==> config.mk <==
export PLATFORM = sky130hd
export DESIGN_NAME = tl_link_seq
export DESIGN_NICKNAME = d
export VERILOG_FILES = /design/src/rtl/tlseq_pkg.sv /design/src/rtl/tlseq_mf_pos.sv /design/src/rtl/tlseq_fsm.sv /design/src/rtl/tlseq_octet.sv /design/src/rtl/tl_link_seq.sv
export SDC_FILE = /design/constraint.sdc
export NUM_CORES = 1
export LEC_CHECK = 0
export ABC_CLOCK_PERIOD_IN_PS = 5100
export BUFFER_PORTS_ARGS = -buffer_cell sky130_fd_sc_hd__buf_4
export CAP_MARGIN = 20
export CORE_ASPECT_RATIO = 0.6
export CORE_UTILIZATION = 50
export CTS_CLUSTER_DIAMETER = 50
export DETAILED_ROUTE_END_ITERATION = 7
export PLACE_DENSITY = 0.95
export SLEW_MARGIN = 40
export SYNTH_ARGS = -nofsm -noshare
export SYNTH_HDL_FRONTEND = slang
export SYNTH_SLANG_ARGS = --single-unit
==> constraint.sdc <==
create_clock -name clk -period 5.1 [get_ports clk]
set_clock_uncertainty 0.05 [all_clocks]
set_input_delay 0.255 -clock clk [delete_from_list [all_inputs] [get_ports clk]]
set_output_delay 0.255 -clock clk [all_outputs]
set_load 0.05 [all_outputs]
==> src/rtl/tlseq_pkg.sv <==
package tlseq_pkg;

    typedef enum logic [1:0] {
        ST_CGS  = 2'b00,
        ST_ILAS = 2'b01,
        ST_DATA = 2'b10
    } lstate_e;

    // Control character codes (unencoded octet values)
    localparam logic [7:0] K_SYNC    = 8'hBC;  // K28.5
    localparam logic [7:0] K_MFSTART = 8'h1C;  // K28.0 /R/
    localparam logic [7:0] K_MFEND   = 8'h7C;  // K28.3 /A/
    localparam logic [7:0] K_CFGMARK = 8'h9C;  // K28.4 /Q/
    localparam logic [7:0] K_FREND   = 8'hFC;  // K28.7 /F/

    // Lowest legal index of the last ILAS multiframe (four multiframes)
    localparam int ILAS_MIN_LAST = 3;

    // Position of the configuration marker inside multiframe index 1
    localparam int CFG_MARK_POS = 1;

endpackage

==> src/rtl/tlseq_mf_pos.sv <==
module tlseq_mf_pos #(
    parameter int FRAME_OCTETS = 2,
    parameter int MF_FRAMES    = 16,
    parameter int PW           = $clog2(FRAME_OCTETS * MF_FRAMES)
) (
    input  logic          clk,
    input  logic          rst_n,
    input  logic          lmfc_tick,
    output logic [PW-1:0] pos,
    output logic          frame_end,
    output logic          mf_end
);
    localparam int MF = FRAME_OCTETS * MF_FRAMES;
    localparam int FW = (FRAME_OCTETS > 1) ? $clog2(FRAME_OCTETS) : 1;

    logic [PW-1:0] pos_q;
    logic [FW-1:0] fpos_q;

    assign pos       = pos_q;
    assign mf_end    = (pos_q == PW'(MF - 1));
    assign frame_end = (fpos_q == FW'(FRAME_OCTETS - 1));

    // The tick marks the final octet of a multiframe; it realigns both counters.
    always_ff @(posedge clk or negedge rst_n) begin
        if (!rst_n) begin
            pos_q  <= '0;
            fpos_q <= '0;
        end else if (lmfc_tick || mf_end) begin
            pos_q  <= '0;
            fpos_q <= '0;
        end else begin
            pos_q  <= pos_q + PW'(1);
            fpos_q <= frame_end ? '0 : fpos_q + FW'(1);
        end
    end

endmodule

==> src/rtl/tlseq_fsm.sv <==
module tlseq_fsm
    import tlseq_pkg::*;
(
    input  logic       clk,
    input  logic       rst_n,
    input  logic       rcv_sync_n,
    input  logic       lmfc_tick,
    input  logic       sysref_hit,
    input  logic       sysref_bypass,
    input  logic [7:0] ilas_len,
    input  logic       ilas_loop,
    input  logic       reinit_set,
    output lstate_e    state,
    output logic [7:0] mf_idx,
    output logic       reinit_pend
);
    lstate_e    st_q, st_d;
    logic [7:0] idx_q, idx_d;
    logic [7:0] last_idx;
    logic       pend_q;
    logic       exit_cgs, abort, ilas_done;

    // short programmed lengths behave as four multiframes
    assign last_idx  = (ilas_len < 8'(ILAS_MIN_LAST)) ? 8'(ILAS_MIN_LAST) : ilas_len;
    // reinit request or receiver sync loss returns to CGS
    assign abort     = pend_q || !rcv_sync_n;
    // CGS exit gated on sync, SYSREF sample (or bypass) and the tick
    assign exit_cgs  = !pend_q && rcv_sync_n && (sysref_hit || sysref_bypass) && lmfc_tick;
    // leave ILAS on the tick closing the last multiframe unless looping
    assign ilas_done = lmfc_tick && !ilas_loop && (idx_q >= last_idx);

    always_comb begin
        st_d  = st_q;
        idx_d = idx_q;
        unique case (st_q)
            ST_CGS: begin
                idx_d = '0;
                if (exit_cgs) begin
                    st_d = ST_ILAS;
                end
            end
            ST_ILAS: begin
                if (abort) begin
                    st_d  = ST_CGS;
                    idx_d = '0;
                end else if (ilas_done) begin
                    st_d = ST_DATA;
                end else if (lmfc_tick && (idx_q != 8'hFF)) begin
                    idx_d = idx_q + 8'd1;
                end
            end
            ST_DATA: begin
                if (abort) begin
                    st_d  = ST_CGS;
                    idx_d = '0;
                end
            end
            default: begin
                st_d  = ST_CGS;
                idx_d = '0;
            end
        endcase
    end

    always_ff @(posedge clk or negedge rst_n) begin
        if (!rst_n) begin
            st_q   <= ST_CGS;
            idx_q  <= '0;
            pend_q <= 1'b0;
        end else begin
            st_q   <= st_d;
            idx_q  <= idx_d;
            // the bit lives for one cycle and clears as CGS is entered
            pend_q <= reinit_set;
        end
    end

    assign state       = st_q;
    assign mf_idx      = idx_q;
    assign reinit_pend = pend_q;

endmodule

==> src/rtl/tlseq_octet.sv <==
module tlseq_octet
    import tlseq_pkg::*;
#(
    parameter int PW         = 5,
    parameter int CFG_OCTETS = 14
) (
    input  logic                    clk,
    input  logic                    rst_n,
    input  lstate_e                 state,
    input  logic [7:0]              mf_idx,
    input  logic [PW-1:0]           pos,
    input  logic                    frame_end,
    input  logic                    mf_end,
    input  logic [7:0]              tx_data,
    input  logic [8*CFG_OCTETS-1:0] ilas_cfg,
    input  logic                    repl_off,
    output logic [7:0]              tx_octet,
    output logic                    tx_is_k
);
    localparam int CW = (CFG_OCTETS > 1) ? $clog2(CFG_OCTETS) : 1;
    localparam int CFG_FIRST = CFG_MARK_POS + 1;

    logic [7:0]    cfg_arr [CFG_OCTETS];
    logic [7:0]    prev_q;
    logic          prev_vld_q;
    logic          cfg_mf, cfg_mark, in_cfg, repl_hit;
    logic [CW-1:0] cfg_sel;

    for (genvar g = 0; g < CFG_OCTETS; g++) begin : g_cfg
        assign cfg_arr[g] = ilas_cfg[8*g +: 8];
    end

    assign cfg_mf   = (mf_idx == 8'd1);
    assign cfg_mark = cfg_mf && (int'(pos) == CFG_MARK_POS);
    assign in_cfg   = cfg_mf && (int'(pos) >= CFG_FIRST) && (int'(pos) < CFG_FIRST + CFG_OCTETS);
    assign cfg_sel  = CW'(int'(pos) - CFG_FIRST);
    // repeat of the previous raw frame-final octet, never in the first frame
    assign repl_hit = !repl_off && frame_end && prev_vld_q && (tx_data == prev_q);

    always_ff @(posedge clk or negedge rst_n) begin
        if (!rst_n) begin
            prev_q     <= '0;
            prev_vld_q <= 1'b0;
        end else if (state != ST_DATA) begin
            prev_vld_q <= 1'b0;
        end else if (frame_end) begin
            prev_q     <= tx_data;
            prev_vld_q <= 1'b1;
        end
    end

    always_comb begin
        tx_octet = K_SYNC;
        tx_is_k  = 1'b1;
        unique case (state)
            ST_CGS: begin
                tx_octet = K_SYNC;
                tx_is_k  = 1'b1;
            end
            ST_ILAS: begin
                if (pos == '0) begin
                    tx_octet = K_MFSTART;
                    tx_is_k  = 1'b1;
                end else if (mf_end) begin
                    tx_octet = K_MFEND;
                    tx_is_k  = 1'b1;
                end else if (cfg_mark) begin
                    tx_octet = K_CFGMARK;
                    tx_is_k  = 1'b1;
                end else if (in_cfg) begin
                    tx_octet = cfg_arr[cfg_sel];
                    tx_is_k  = 1'b0;
                end else begin
                    tx_octet = 8'(pos);
                    tx_is_k  = 1'b0;
                end
            end
            ST_DATA: begin
                if (repl_hit) begin
                    tx_octet = mf_end ? K_MFEND : K_FREND;
                    tx_is_k  = 1'b1;
                end else begin
                    tx_octet = tx_data;
                    tx_is_k  = 1'b0;
                end
            end
            default: begin
                tx_octet = K_SYNC;
                tx_is_k  = 1'b1;
            end
        endcase
    end

endmodule

==> src/rtl/tl_link_seq.sv <==
module tl_link_seq
    import tlseq_pkg::*;
#(
    parameter int FRAME_OCTETS = 2,
    parameter int MF_FRAMES    = 16,
    parameter int CFG_OCTETS   = 14
) (
    input  logic                    clk,
    input  logic                    rst_n,
    input  logic                    rcv_sync_n,
    input  logic                    lmfc_tick,
    input  logic                    sysref_hit,
    input  logic                    sysref_bypass,
    input  logic [7:0]              ilas_len,
    input  logic                    ilas_loop,
    input  logic                    reinit_set,
    input  logic                    repl_off,
    input  logic [7:0]              tx_data,
    input  logic [8*CFG_OCTETS-1:0] ilas_cfg,
    output logic [7:0]              tx_octet,
    output logic                    tx_is_k,
    output logic [1:0]              link_state,
    output logic [7:0]              ilas_mf,
    output logic                    reinit_pend
);
    localparam int MF = FRAME_OCTETS * MF_FRAMES;
    localparam int PW = $clog2(MF);

    lstate_e       state;
    logic [7:0]    mf_idx;
    logic [PW-1:0] pos;
    logic          frame_end, mf_end;

    tlseq_mf_pos #(
        .FRAME_OCTETS(FRAME_OCTETS),
        .MF_FRAMES   (MF_FRAMES),
        .PW          (PW)
    ) u_pos (
        .clk      (clk),
        .rst_n    (rst_n),
        .lmfc_tick(lmfc_tick),
        .pos      (pos),
        .frame_end(frame_end),
        .mf_end   (mf_end)
    );

    tlseq_fsm u_fsm (
        .clk          (clk),
        .rst_n        (rst_n),
        .rcv_sync_n   (rcv_sync_n),
        .lmfc_tick    (lmfc_tick),
        .sysref_hit   (sysref_hit),
        .sysref_bypass(sysref_bypass),
        .ilas_len     (ilas_len),
        .ilas_loop    (ilas_loop),
        .reinit_set   (reinit_set),
        .state        (state),
        .mf_idx       (mf_idx),
        .reinit_pend  (reinit_pend)
    );

    tlseq_octet #(
        .PW        (PW),
        .CFG_OCTETS(CFG_OCTETS)
    ) u_oct (
        .clk      (clk),
        .rst_n    (rst_n),
        .state    (state),
        .mf_idx   (mf_idx),
        .pos      (pos),
        .frame_end(frame_end),
        .mf_end   (mf_end),
        .tx_data  (tx_data),
        .ilas_cfg (ilas_cfg),
        .repl_off (repl_off),
        .tx_octet (tx_octet),
        .tx_is_k  (tx_is_k)
    );

    // status view
    assign link_state = state;
    assign ilas_mf    = mf_idx;

endmodule

# Word-level counts from Yosys, hierarchy flattened

Cells that the tools add are included.

Bitwise logic cells: 2
Shifts and indexed selects: 0
Reduce and logical (&&, ||, !) cells: 25
Add/subtract/negate cells: 4
Equality and inequality tests: 13
Divide/modulo/power cells: 0
$mul: 0
$lt $le $gt $ge: 5
Mux-type cells: 31

Operator list:

| operator              | number |
|---|---|
| $mux W8               | 13 |
| $bmux W8 S4           | 1 |
| $pmux W8 S2           | 2 |
| $logic_and A1 B1 Y1   | 12 |
| $add A8 B1 Y8 const B | 1 |
| $eq A8 B1 Y1 const B  | 1 |
| $eq A8 B8 Y1          | 1 |
| $ge A8 B8 Y1          | 1 |
| $lt A8 B2 Y1 const B  | 1 |
| $mux W1               | 8 |
| $mux W2               | 4 |
| $ne A8 B8 Y1 const B  | 1 |
| $ne A3 B1 Y1 const B  | 2 |
| $pmux W2 S3           | 1 |
| $reduce_and A3 Y1     | 2 |
| $add A5 B1 Y5 const B | 1 |
| $eq A5 B2 Y1 const B  | 1 |
| $eq A5 B5 Y1 const B  | 1 |
| $ge A5 B2 Y1 const B  | 1 |
| $ge A5 B5 Y1 const B  | 1 |
| $logic_not A5 Y1      | 1 |
| $lt A5 B5 Y1 const B  | 1 |
| $mux W5               | 1 |
| $not A4 Y5            | 1 |
| other kinds (14)      | 20 |

Memories kept: 0
Latch bits: 0
Logic and storage cells: 87
ROM bits: 0
Bits of input ports: 137
Register bits: 26
Memory bits (writable): 0
Output and inout port bits: 20

# Depth between registers and ports, before layout

Gate-level depths: netlist of run 1.

Depth after elaboration: 10
Depth in mapped cells: 10
Mapped depth without buffers: 8

# Cells and area by module

From an unflattened synthesis of run 1, not the netlist that was laid out.

Cells, all modules: 296
Area, all modules: 3067.9 um^2

By module, submodules not included:

| module       | seq. area each (um^2) | area each (um^2) | instances | cells each |
|---|---|---|---|---|
| tlseq_octet  | 225.2                 | 1870.5           | 1         | 174 |
| tlseq_fsm    | 275.3                 | 948.4            | 1         | 103 |
| tlseq_mf_pos | 150.1                 | 249.0            | 1         | 19 |

# Worst setup path after synthesis of run 1

OpenSTA, ideal clock, no wires.

Path kind: register to output
Start: register u_pos.pos_q[1], in the netlist u_pos.pos[1]
End: output tx_octet[0]
Slack: 1.586 ns
Path buffers: 4
Required time: 4.795 ns
Cell stages (with the launch flop): 11
Arrival time: 3.209 ns
Cells stage by stage: dfrtp_1 buf_2 inv_1 ha_1 buf_2 buf_2 buf_2 mux2i_1 o21ai_0 a21oi_1 o31ai_1

Cells in the longest elaborated chain, start to end: 10
Elaborated cells on any way between the ends: 18
Classes of those cells: 1 x add/sub; 2 x order compare; 2 x eq/ne; 8 x mux; 1 x bitwise; 4 x reduce/logical

RTL lines:

| what                                        | RTL line           | text |
|---|---|---|
| start: declaration                          | tlseq_mf_pos.sv:16 | `logic [PW-1:0] pos_q;` |
| start signal: assignment                    | tlseq_mf_pos.sv:32 | `pos_q <= pos_q + PW'(1);` |
| $sub A4 B2 Y4                               | tlseq_octet.sv:36  | `assign cfg_sel = CW'(int'(pos) - CFG_FIRST);` |
| $not A4 Y5 (implied by the code)            | tlseq_octet.sv:71  | `tx_octet = cfg_arr[cfg_sel];` |
| $bmux W8 S4                                 | tlseq_octet.sv:71  |  |
| $mux W8 (implied by the code) (2 in series) | tlseq_octet.sv:71  |  |
| $mux W8                                     | tlseq_octet.sv:70  | `end else if (in_cfg) begin` |
| $mux W8                                     | tlseq_octet.sv:67  | `end else if (cfg_mark) begin` |
| $mux W8                                     | tlseq_octet.sv:64  | `end else if (mf_end) begin` |
| $mux W8 *                                   | tlseq_octet.sv:61  | `if (pos == '0) begin` |
| $pmux W8 S2 *                               | tlseq_octet.sv:55  | `unique case (state)` |
| end: declaration                            | tl_link_seq.sv:20  | `output logic [7:0] tx_octet,` |

Every way passes the cells marked *; elsewhere a longest branch is shown, timed or not. The select of a mux whose other input is x is not followed.

# Worst setup path in the final report of run 1

Start: register u_pos.pos_q[1], in the netlist u_pos.pos[1]
End: output tx_octet[6]

Same word-level chain as after synthesis.

==> results of run 1 <==
-- stage by stage --
stage | setup WS, ns | hold slack [ns] | power (mW) | std cells
final | 1.19 | 0.0354 | 0.830 | 536
after global routing | 0.991 | 0.0253 | 0.867 | 536
after CTS | 1.09 | 0.0320 | 0.818 | 535
after detailed placement | 1.40 | 0.134 | 0.702 | 531
after global placement | 1.55 | 0.131 | 0.686 | 531
after floorplan | 1.59 | -0.0906 | 0.529 | 314
-- layer usage --
layer | GRT usage [%] | vias up
li1 | - | 1509
met3 | 9.40 | 26
met1 | 45.1 | 1645
met4 | 7.22 | 0
met2 | 51.8 | 209
met5 | 0 | -
-- area by class of cell --
| type | count | area share [%] |
|---|---|---|
| well taps | 80 | 2.33 |
| inverters | 19 | 1.66 |
| flip-flops and latches | 26 | 15.2 |
| repair buffers | 160 | 27.9 |
| multi-input cells | 248 | 52.0 |
| clock buffers | 3 | 0.960 |
-- kinds of logic after synthesis --
group           count (synthesis)
fa+ha+maj                      20
mux                            50
xor+xnor                       12
buf+inv                        40
flops                          26
compound gates                 72
simple gates                   94
-- sequential cells by signal, indices dropped and copies added (netlist names) --
signal,flops
u_fsm.mf_idx,8
u_fsm.reinit_pend,1
u_fsm.state,2
u_oct.prev_q,8
u_oct.prev_vld_q,1
u_pos.frame_end,1
u_pos.pos,5
-- placed cells by master, fill, tap and decap left out, types with 4 or more instances in the layout --
cell | synthesis | layout
nand4b_1 | 4 | 4
a21oi_1 | 10 | 10
ha_1 | 20 | 19
nor2b_1 | 7 | 7
nand2_1 | 14 | 14
buf_4 | 0 | 158
or4_1 | 4 | 4
o211ai_1 | 4 | 4
xnor2_1 | 10 | 9
nand4_1 | 5 | 5
nand2b_1 | 5 | 5
a221oi_1 | 7 | 7
and3_1 | 5 | 5
inv_1 | 19 | 19
o31ai_1 | 10 | 10
o2111ai_1 | 4 | 4
mux2i_1 | 16 | 16
nor2_1 | 13 | 13
o21ai_0 | 8 | 8
mux4_2 | 11 | 11
nor3_1 | 12 | 11
nand3_1 | 10 | 10
mux4_1 | 7 | 7
dfrtp_1 | 26 | 25
mux2_2 | 16 | 16
-- worst max-delay path, stage by stage, from the launching register on --
cell      delay (ns)
dfrtp_1         0.34
buf_4           0.38
inv_1           0.29
ha_2            0.74
mux2_2          0.40
a221oi_1        0.25
nor3_1          0.09
a221oi_1        0.48
o31ai_1         0.13
buf_4           0.21
-- power breakdown --
group	switching, mW	internal (mW)
clock network	0.0638	0.0531
logic	0.267	0.216
registers	0.0147	0.216
-- final timing paths --
path / startpoint / to / slack (ns)
worst max-delay path: u_pos.pos[1] / tx_octet[6] / 1.19
worst min-delay path: reinit_set / u_fsm.reinit_pend / 0.04
worst max register to register: u_fsm.mf_idx[0] / u_fsm.mf_idx[0] / 2.36
worst min register to register: u_pos.frame_end / u_pos.frame_end / 0.44
max in group asynchronous: rst_n / u_pos.pos[0] / 4.36
min in group asynchronous: rst_n / u_fsm.mf_idx[2] / 0.36
==> results.toml, run 1 <==
[status]
outcome = "finished clean"

[synth]
synthFlopType = "dfrtp_1"
synthCells = 314
ys_top_cells_by_area = "dfrtp_1, ha_1, mux4_2"
yosysMostFrequentCell = "dfrtp_1"
synth_commonest_cells = "dfrtp_1, ha_1, inv_1"
synth_top_area_cell = "dfrtp_1"
synth_area_per_cell_sq_um = 9.70
synth_top_family_by_area = "multiplexers"
synthSimpleGateAreaFrac_pct = 17.5
yosysWarnings = 0
synth_top_area_share_pct = 21.4
synth-seq-cells = 26
synth_compound_area_share_pct = 18.0
synth_fa_ha_area_share_pct = 8.22
syn-cell-area_sq_um = 3050
ys_types = 57
synth_mux_area_share_pct = 25.3
syn-num-nets = 471
synth-edff-count = 0
synthArstFlopShare_pct = 100
synth_seq_area_share_pct = 21.4
synth_xor_area_share_pct = 3.45

[place]
dp_hpwl_um = 8380
port_buffers = 156
placed_cell_area_sq_um = 4220
place_congestion = 0.938

[sta]
min_period_ns = 3.91
hold_viol_final = 0
setup_violations = 0
layout_worst_path_cycle_share_pct = 76.6
slew_headroom_pct = 53.9
slew_viol_final = 0
rsz0062_at_grt = "false"
max_freq_mhz = 256
worst_pin_slew_ns = 0.691
fin_setup_tns_ns = 0

[worst_setup_path]
criticalPathCategory = "reg2out"
cp_max_fo = 35
crit_required_ns = 4.80
start_kind = "flip-flop"
worstPathArrival_ns = 3.60
r2r_cells = 7
setup.worst_path.end_class = "output port"

[clock_network]
htree_levels = 1
cts_tree = "yes"
cts_buffers = 3
clock_latency_ns = 0.27
cts.sinks = 26
cts_resized = 0
postCtsSetupBuffers = 0
cts-root-buf = "clkbuf_8"
cts.clk_slew.worst_paths_ns = 0.09
cts.hold.buffers_added = 1
clk_path_buf_depth = 2

[detailed_routing]
vias = 3389
wl_met3_um = 1070
dr.pass1.iters = 5
top_layer = "met4"
drcViolationCount = 0
ant_nets = 0
dr.first_iter.drc_count = 307
post_drt_wl_per_cell_um = 19.8
vias_per_cell = 6.32
route.met2.wl_um = 4960
wl_met1_um = 4400
totalWireLength_um = 10600

[global_routing]
overflow = 0
antenna_found_initial = 0
grt_pass1_wl_um = 16500
grt_pass1_vias = 3298
gr-usage-all-layers_pct = 33.0
grt_max_degree = 36

[finish]
utilization_pct = 75.1
multi_input_area_sq_um = 2230
n_antenna_cell = 0
layout.nets = 615
drive_gt1_share_pct = 44.7
postLayoutCellArea_sq_um = 4300
fillers = 389
area.growth.synth_to_final_pct = 41.2
layout.area.seq_sq_um = 652

[die]
design.die.area_sq_um = 6420
ioPinCount = 157
start_util_pct = 53.2
die_h_um = 62.5
die_w_um = 103
core-area_sq_um = 5730
rows = 21

[min_path]
hold_path.class = "in2reg"
worstHoldPathCells = 1

[pwr]
pwr_density_cell_nw_per_um2 = 193
irDropWorstVdd_v = 0.000136
power.leakage_nw = 1.93

[flow_run]
maxCapViolations = 0
(Power assumes the default switching activity.)
==> run 2: changes to the inputs <==
ABC_CLOCK_PERIOD_IN_PS = 3700   (was 5100)
CORE_UTILIZATION = 47   (was 50)
clock period = 3.7 ns   (was 5.1 ns; I/O delays follow)
==> run 2 against run 1 <==
  * Core utilization decreased by 5.2 points
  * Clock power increased by 59%
  * Total power increased by 42%
  * Largest cell class unchanged
==> results.toml, run 2 (synthesis gave the netlist of run 1 again) <==
[global_routing]
overflow = 0
grt_pass1_wl_um = 16400
grt_pass1_vias = 3301
grt_max_degree = 35
gr-usage-all-layers_pct = 30.9
antenna_found_initial = 0

[pwr]
pwr_density_cell_nw_per_um2 = 272
report.power.total_mw = 1.18
power.leakage_nw = 1.94
irDropWorstVdd_v = 0.000160

[sta]
max_freq_mhz = 283
worst_pin_slew_ns = 0.825
slew_headroom_pct = 44.8
rsz0062_at_grt = "false"
hold_viol_final = 0
layout_setup_ws_ns = 0.166
min_period_ns = 3.53
setup_violations = 0
layout_worst_path_cycle_share_pct = 95.5
slew_viol_final = 0
fin_setup_tns_ns = 0

[clock_network]
cts.clk_slew.worst_paths_ns = 0.09
cts_tree = "yes"
htree_levels = 1
postCtsSetupBuffers = 0
cts.sinks = 26
clk_path_buf_depth = 2
cts_buffers = 3
cts-root-buf = "clkbuf_8"
clock_latency_ns = 0.27

[worst_setup_path]
r2r_cells = 7
crit_buf_inv = 3
cp_slowest_cell = "ha_1"
cp_max_fo = 17
crit_cells = 8
path_common_cell = "buf_4"
start_kind = "flip-flop"
cpPeakStageDelay_ns = 0.75
criticalPathCategory = "reg2out"
setup.worst_path.end_class = "output port"
crit_required_ns = 3.46
reg2reg_from = "u_fsm.mf_idx[0]"
worstPathArrival_ns = 3.30
crit_chain = "inv_1 -> ha_1 -> buf_4 -> a2111oi_0 -> nor4_1 -> a221oi_1 -> o31ai_1 -> buf_4"
critPathTopFamily = "adder cells"
reg2reg_slack_ns = 1.12
reg2reg_to = "u_fsm.mf_idx[0]"

[detailed_routing]
dr.pass1.iters = 6
ant_nets = 0
vias = 3501
totalWireLength_um = 10700
vias_per_cell = 6.46
drcViolationCount = 0
dr.first_iter.drc_count = 369
post_drt_wl_per_cell_um = 19.7

[min_path]
min_to = "u_pos.pos[2]"
min-delay-start = "lmfc_tick"
worstHoldPathCells = 2
hold_path.class = "in2reg"

[status]
outcome = "finished clean"

[die]
core-area_sq_um = 6190
start_util_pct = 49.2
design.die.area_sq_um = 6820
ioPinCount = 157
die_h_um = 64.4
rows = 22
die_w_um = 106

[place]
port_buffers = 156
pre_cts_ws_ns = 0.624
place_congestion = 0.910
dp_hpwl_um = 8470
placed_cells = 536

[flow_run]
maxCapViolations = 0

[finish]
final_cell_mix = "buf_4, dfrtp_1, ha_1"
area.growth.synth_to_final_pct = 42.1
n_antenna_cell = 0
layout.nets = 616
utilization_pct = 69.9
fillers = 435
layout_commonest_cell = "buf_4"
stdcell_count = 542
drive_gt1_share_pct = 44.3
==> run 2: cell count changes in the layout (fill, tap and decap cells not counted), sizes merged <==
cell / delta
clkbuf: +1
dlygate4sd3: +1
==> run 2: stage by stage <==
stage          area [sq um]  hold WS (ns)
2_1_floorplan          3050        -0.161
3_3_place_gp           4230        0.0591
3_5_place_dp           4240        0.0638
4_1_cts                4310         0.109
5_1_grt                4330         0.115
6_report               4330         0.121
==> run 2: cell type report <==
type                    count  area (sq um)  share of cell area [%]
flip-flops and latches     26           651                    15.0
multi-input cells         248          2230                    51.6
repair buffers            161          1210                    28.0
clock buffers               4          55.1                    1.27
inverters                  19          71.3                    1.65
well taps                  84           105                    2.43
==> run 2: per-layer routing <==
metal  share of wire [%]  up-vias  global-route usage (%)  routed length, um
li1                    -     1511                       -                  -
met1                  42     1679                    42.8               4510
met2                  45      261                    49.1               4790
met3                 9.7       50                    6.02               1030
met4                 3.3        0                    8.85                356
met5                   0        -                       0                  0
==> run 2: worst max-delay path by stage <==
stage | slack [ns] | startpoint | end
after detailed placement | 0.62 | u_pos.pos[2] | tx_octet[6]
after global placement | 0.76 | u_pos.pos[2] | tx_octet[6]
after CTS | 0.29 | u_pos.pos[2] | tx_octet[6]
final | 0.17 | u_pos.pos[2] | tx_octet[6]
after floorplan | 0.26 | u_pos.pos[1] | tx_octet[0]
after global routing | 0.11 | u_pos.pos[2] | tx_octet[6]
==> run 2: timing repair <==
action	CTS	global route
resized for setup	0	0
endpoints found under the hold margin	27	0
endpoints found under the setup margin	0	0
hold buffers	2	0
==> run 2: where the power goes <==
group | switching (mW) | total, mW | internal [mW] | leakage, nW
Clock | 0.0912 | 0.186 | 0.0953 | 0.0288
Combinational | 0.376 | 0.675 | 0.299 | 1.58
Sequential | 0.0165 | 0.314 | 0.297 | 0.337
==> run 3: changes to the inputs <==
CORE_MARGIN = 2   (was unset)
==> run 3 against run 2 <==
  * Sequential share of layout area about the same
  * Core utilization increased by 0.081 points
  * Combinational power about the same
  * Die area increased by 5.1%
  * Setup slack got worse by 0.048 ns
  * Routed wire length increased by 1.2%
  * Largest power group unchanged
  * Cell count increased by 0.18%
  * Clock-buffer cell count unchanged
==> results.toml, run 3 (synthesis gave the netlist of run 1 again) <==
[finish]
layout_commonest_cell = "buf_4"
fillers = 429
layout.nets = 617
drive_gt1_share_pct = 44.4
layout.area.seq_sq_um = 651
postLayoutCellArea_sq_um = 4330
multi_input_area_sq_um = 2230
utilization_pct = 70.0
stdcell_count = 543
final_cell_mix = "buf_4, dfrtp_1, ha_1"
n_antenna_cell = 0
area.growth.synth_to_final_pct = 42.3

[place]
place_congestion = 0.992
pre_cts_ws_ns = 0.583
dp_hpwl_um = 8750
placed_cell_area_sq_um = 4240
placed_cells = 536
port_buffers = 156

[die]
ioPinCount = 157
rows = 22
die_h_um = 66.4
die_w_um = 108
core-area_sq_um = 6190
start_util_pct = 49.2
design.die.area_sq_um = 7160

[sta]
hold_viol_final = 0
setup_violations = 0
whs_ns = 0.121
min_period_ns = 3.58
layout_worst_path_cycle_share_pct = 96.8
max_freq_mhz = 279
slew_headroom_pct = 52.2
rsz0062_at_grt = "false"
slew_viol_final = 0
worst_pin_slew_ns = 0.710
fin_setup_tns_ns = 0
layout_setup_ws_ns = 0.119

[pwr]
report.power.total_mw = 1.18
power.leakage_nw = 1.95
irDropWorstVdd_v = 0.000168
pwr_density_cell_nw_per_um2 = 272

[min_path]
hold_path.class = "in2reg"

[clock_network]
clock_latency_ns = 0.28
cts.sinks = 26
htree_levels = 1
cts.clk_slew.worst_paths_ns = 0.09
cts-root-buf = "clkbuf_8"
cts_tree = "yes"
clk_path_buf_depth = 2
cts_buffers = 3

[worst_setup_path]
worstPathArrival_ns = 3.35
reg2reg_slack_ns = 1.07
criticalPathCategory = "reg2out"
cp_slowest_cell = "ha_1"
crit_buf_inv = 2
crit_chain = "inv_1 -> ha_1 -> a2111oi_0 -> nor4_1 -> a221oi_1 -> o31ai_1 -> buf_4"
critPathTopFamily = "compound AO/OA/AOI/OAI gates"
crit_required_ns = 3.46
start_kind = "flip-flop"
cpPeakStageDelay_ns = 0.70
cp_max_fo = 17
setup.worst_path.end_class = "output port"

[detailed_routing]
totalWireLength_um = 10800
vias_per_cell = 6.20
ant_nets = 0
drcViolationCount = 0
dr.pass1.iters = 6
vias = 3367
post_drt_wl_per_cell_um = 19.9
dr.first_iter.drc_count = 528

[global_routing]
grt_pass1_wl_um = 16700
antenna_found_initial = 0
grt_pass1_vias = 3345
gr-usage-all-layers_pct = 30.1
overflow = 0
grt_max_degree = 35

[flow_run]
maxCapViolations = 0

[status]
outcome = "finished clean"
-- run 3: changes by cell type in the layout (fill, tap and decap cells not counted) --
| cell | previous run | this run |
|---|---|---|
| buf_2 | 0 | 1 |
-- run 3: final timing paths --
path / cells after the start / start / end
min in group asynchronous: 2 / rst_n / u_oct.prev_q[4]
setup / recovery: 7 / u_pos.pos[2] / tx_octet[6]
hold reg to reg: 1 / u_pos.frame_end / u_pos.frame_end
max in group asynchronous: 2 / rst_n / u_fsm.mf_idx[6]
hold / removal: 2 / tx_data[6] / u_oct.prev_q[6]
setup reg to reg: 7 / u_fsm.mf_idx[0] / u_fsm.mf_idx[4]
-- run 3: what timing repair did --
action                                 in CTS  in global routing
hold buffers                                2                  0
endpoints found under the hold margin      27                  0
setup buffers                               0                  0
setup endpoints to repair                   0                  0
resized for setup                           0                  0
-- run 3: worst reg2reg max path: stages (launching register included) --
cell	delay, ns
dfrtp_1	0.51
inv_1	0.08
ha_1	0.30
nand2b_1	0.16
a2111oi_2	0.48
o32ai_4	0.25
or4_1	0.56
a21oi_1	0.17
-- run 3: cell type report --
class	instances	share of cell area [%]
Inverter	19	1.65
Multi-Input combinational cell	248	51.5
Clock buffer	4	1.27
Timing Repair Buffer	162	28.1
Sequential cell	26	15.0
Tap cell	84	2.43
-- run 3: per-layer routing --
metal	up-vias	routed length, um	share of wire [%]	GRT usage (%)
met5	-	0	0	0
met4	0	177	1.6	4.81
met3	18	1340	12	9.46
met2	269	4920	45	50.0
met1	1561	4380	41	39.5
li1	1519	-	-	-
-- run 3: power breakdown --
group | total [mW] | leakage (nW) | internal, mW | switching, mW
logic | 0.678 | 1.58 | 0.299 | 0.379
clock network | 0.187 | 0.0288 | 0.0954 | 0.0918
registers | 0.315 | 0.337 | 0.297 | 0.0177
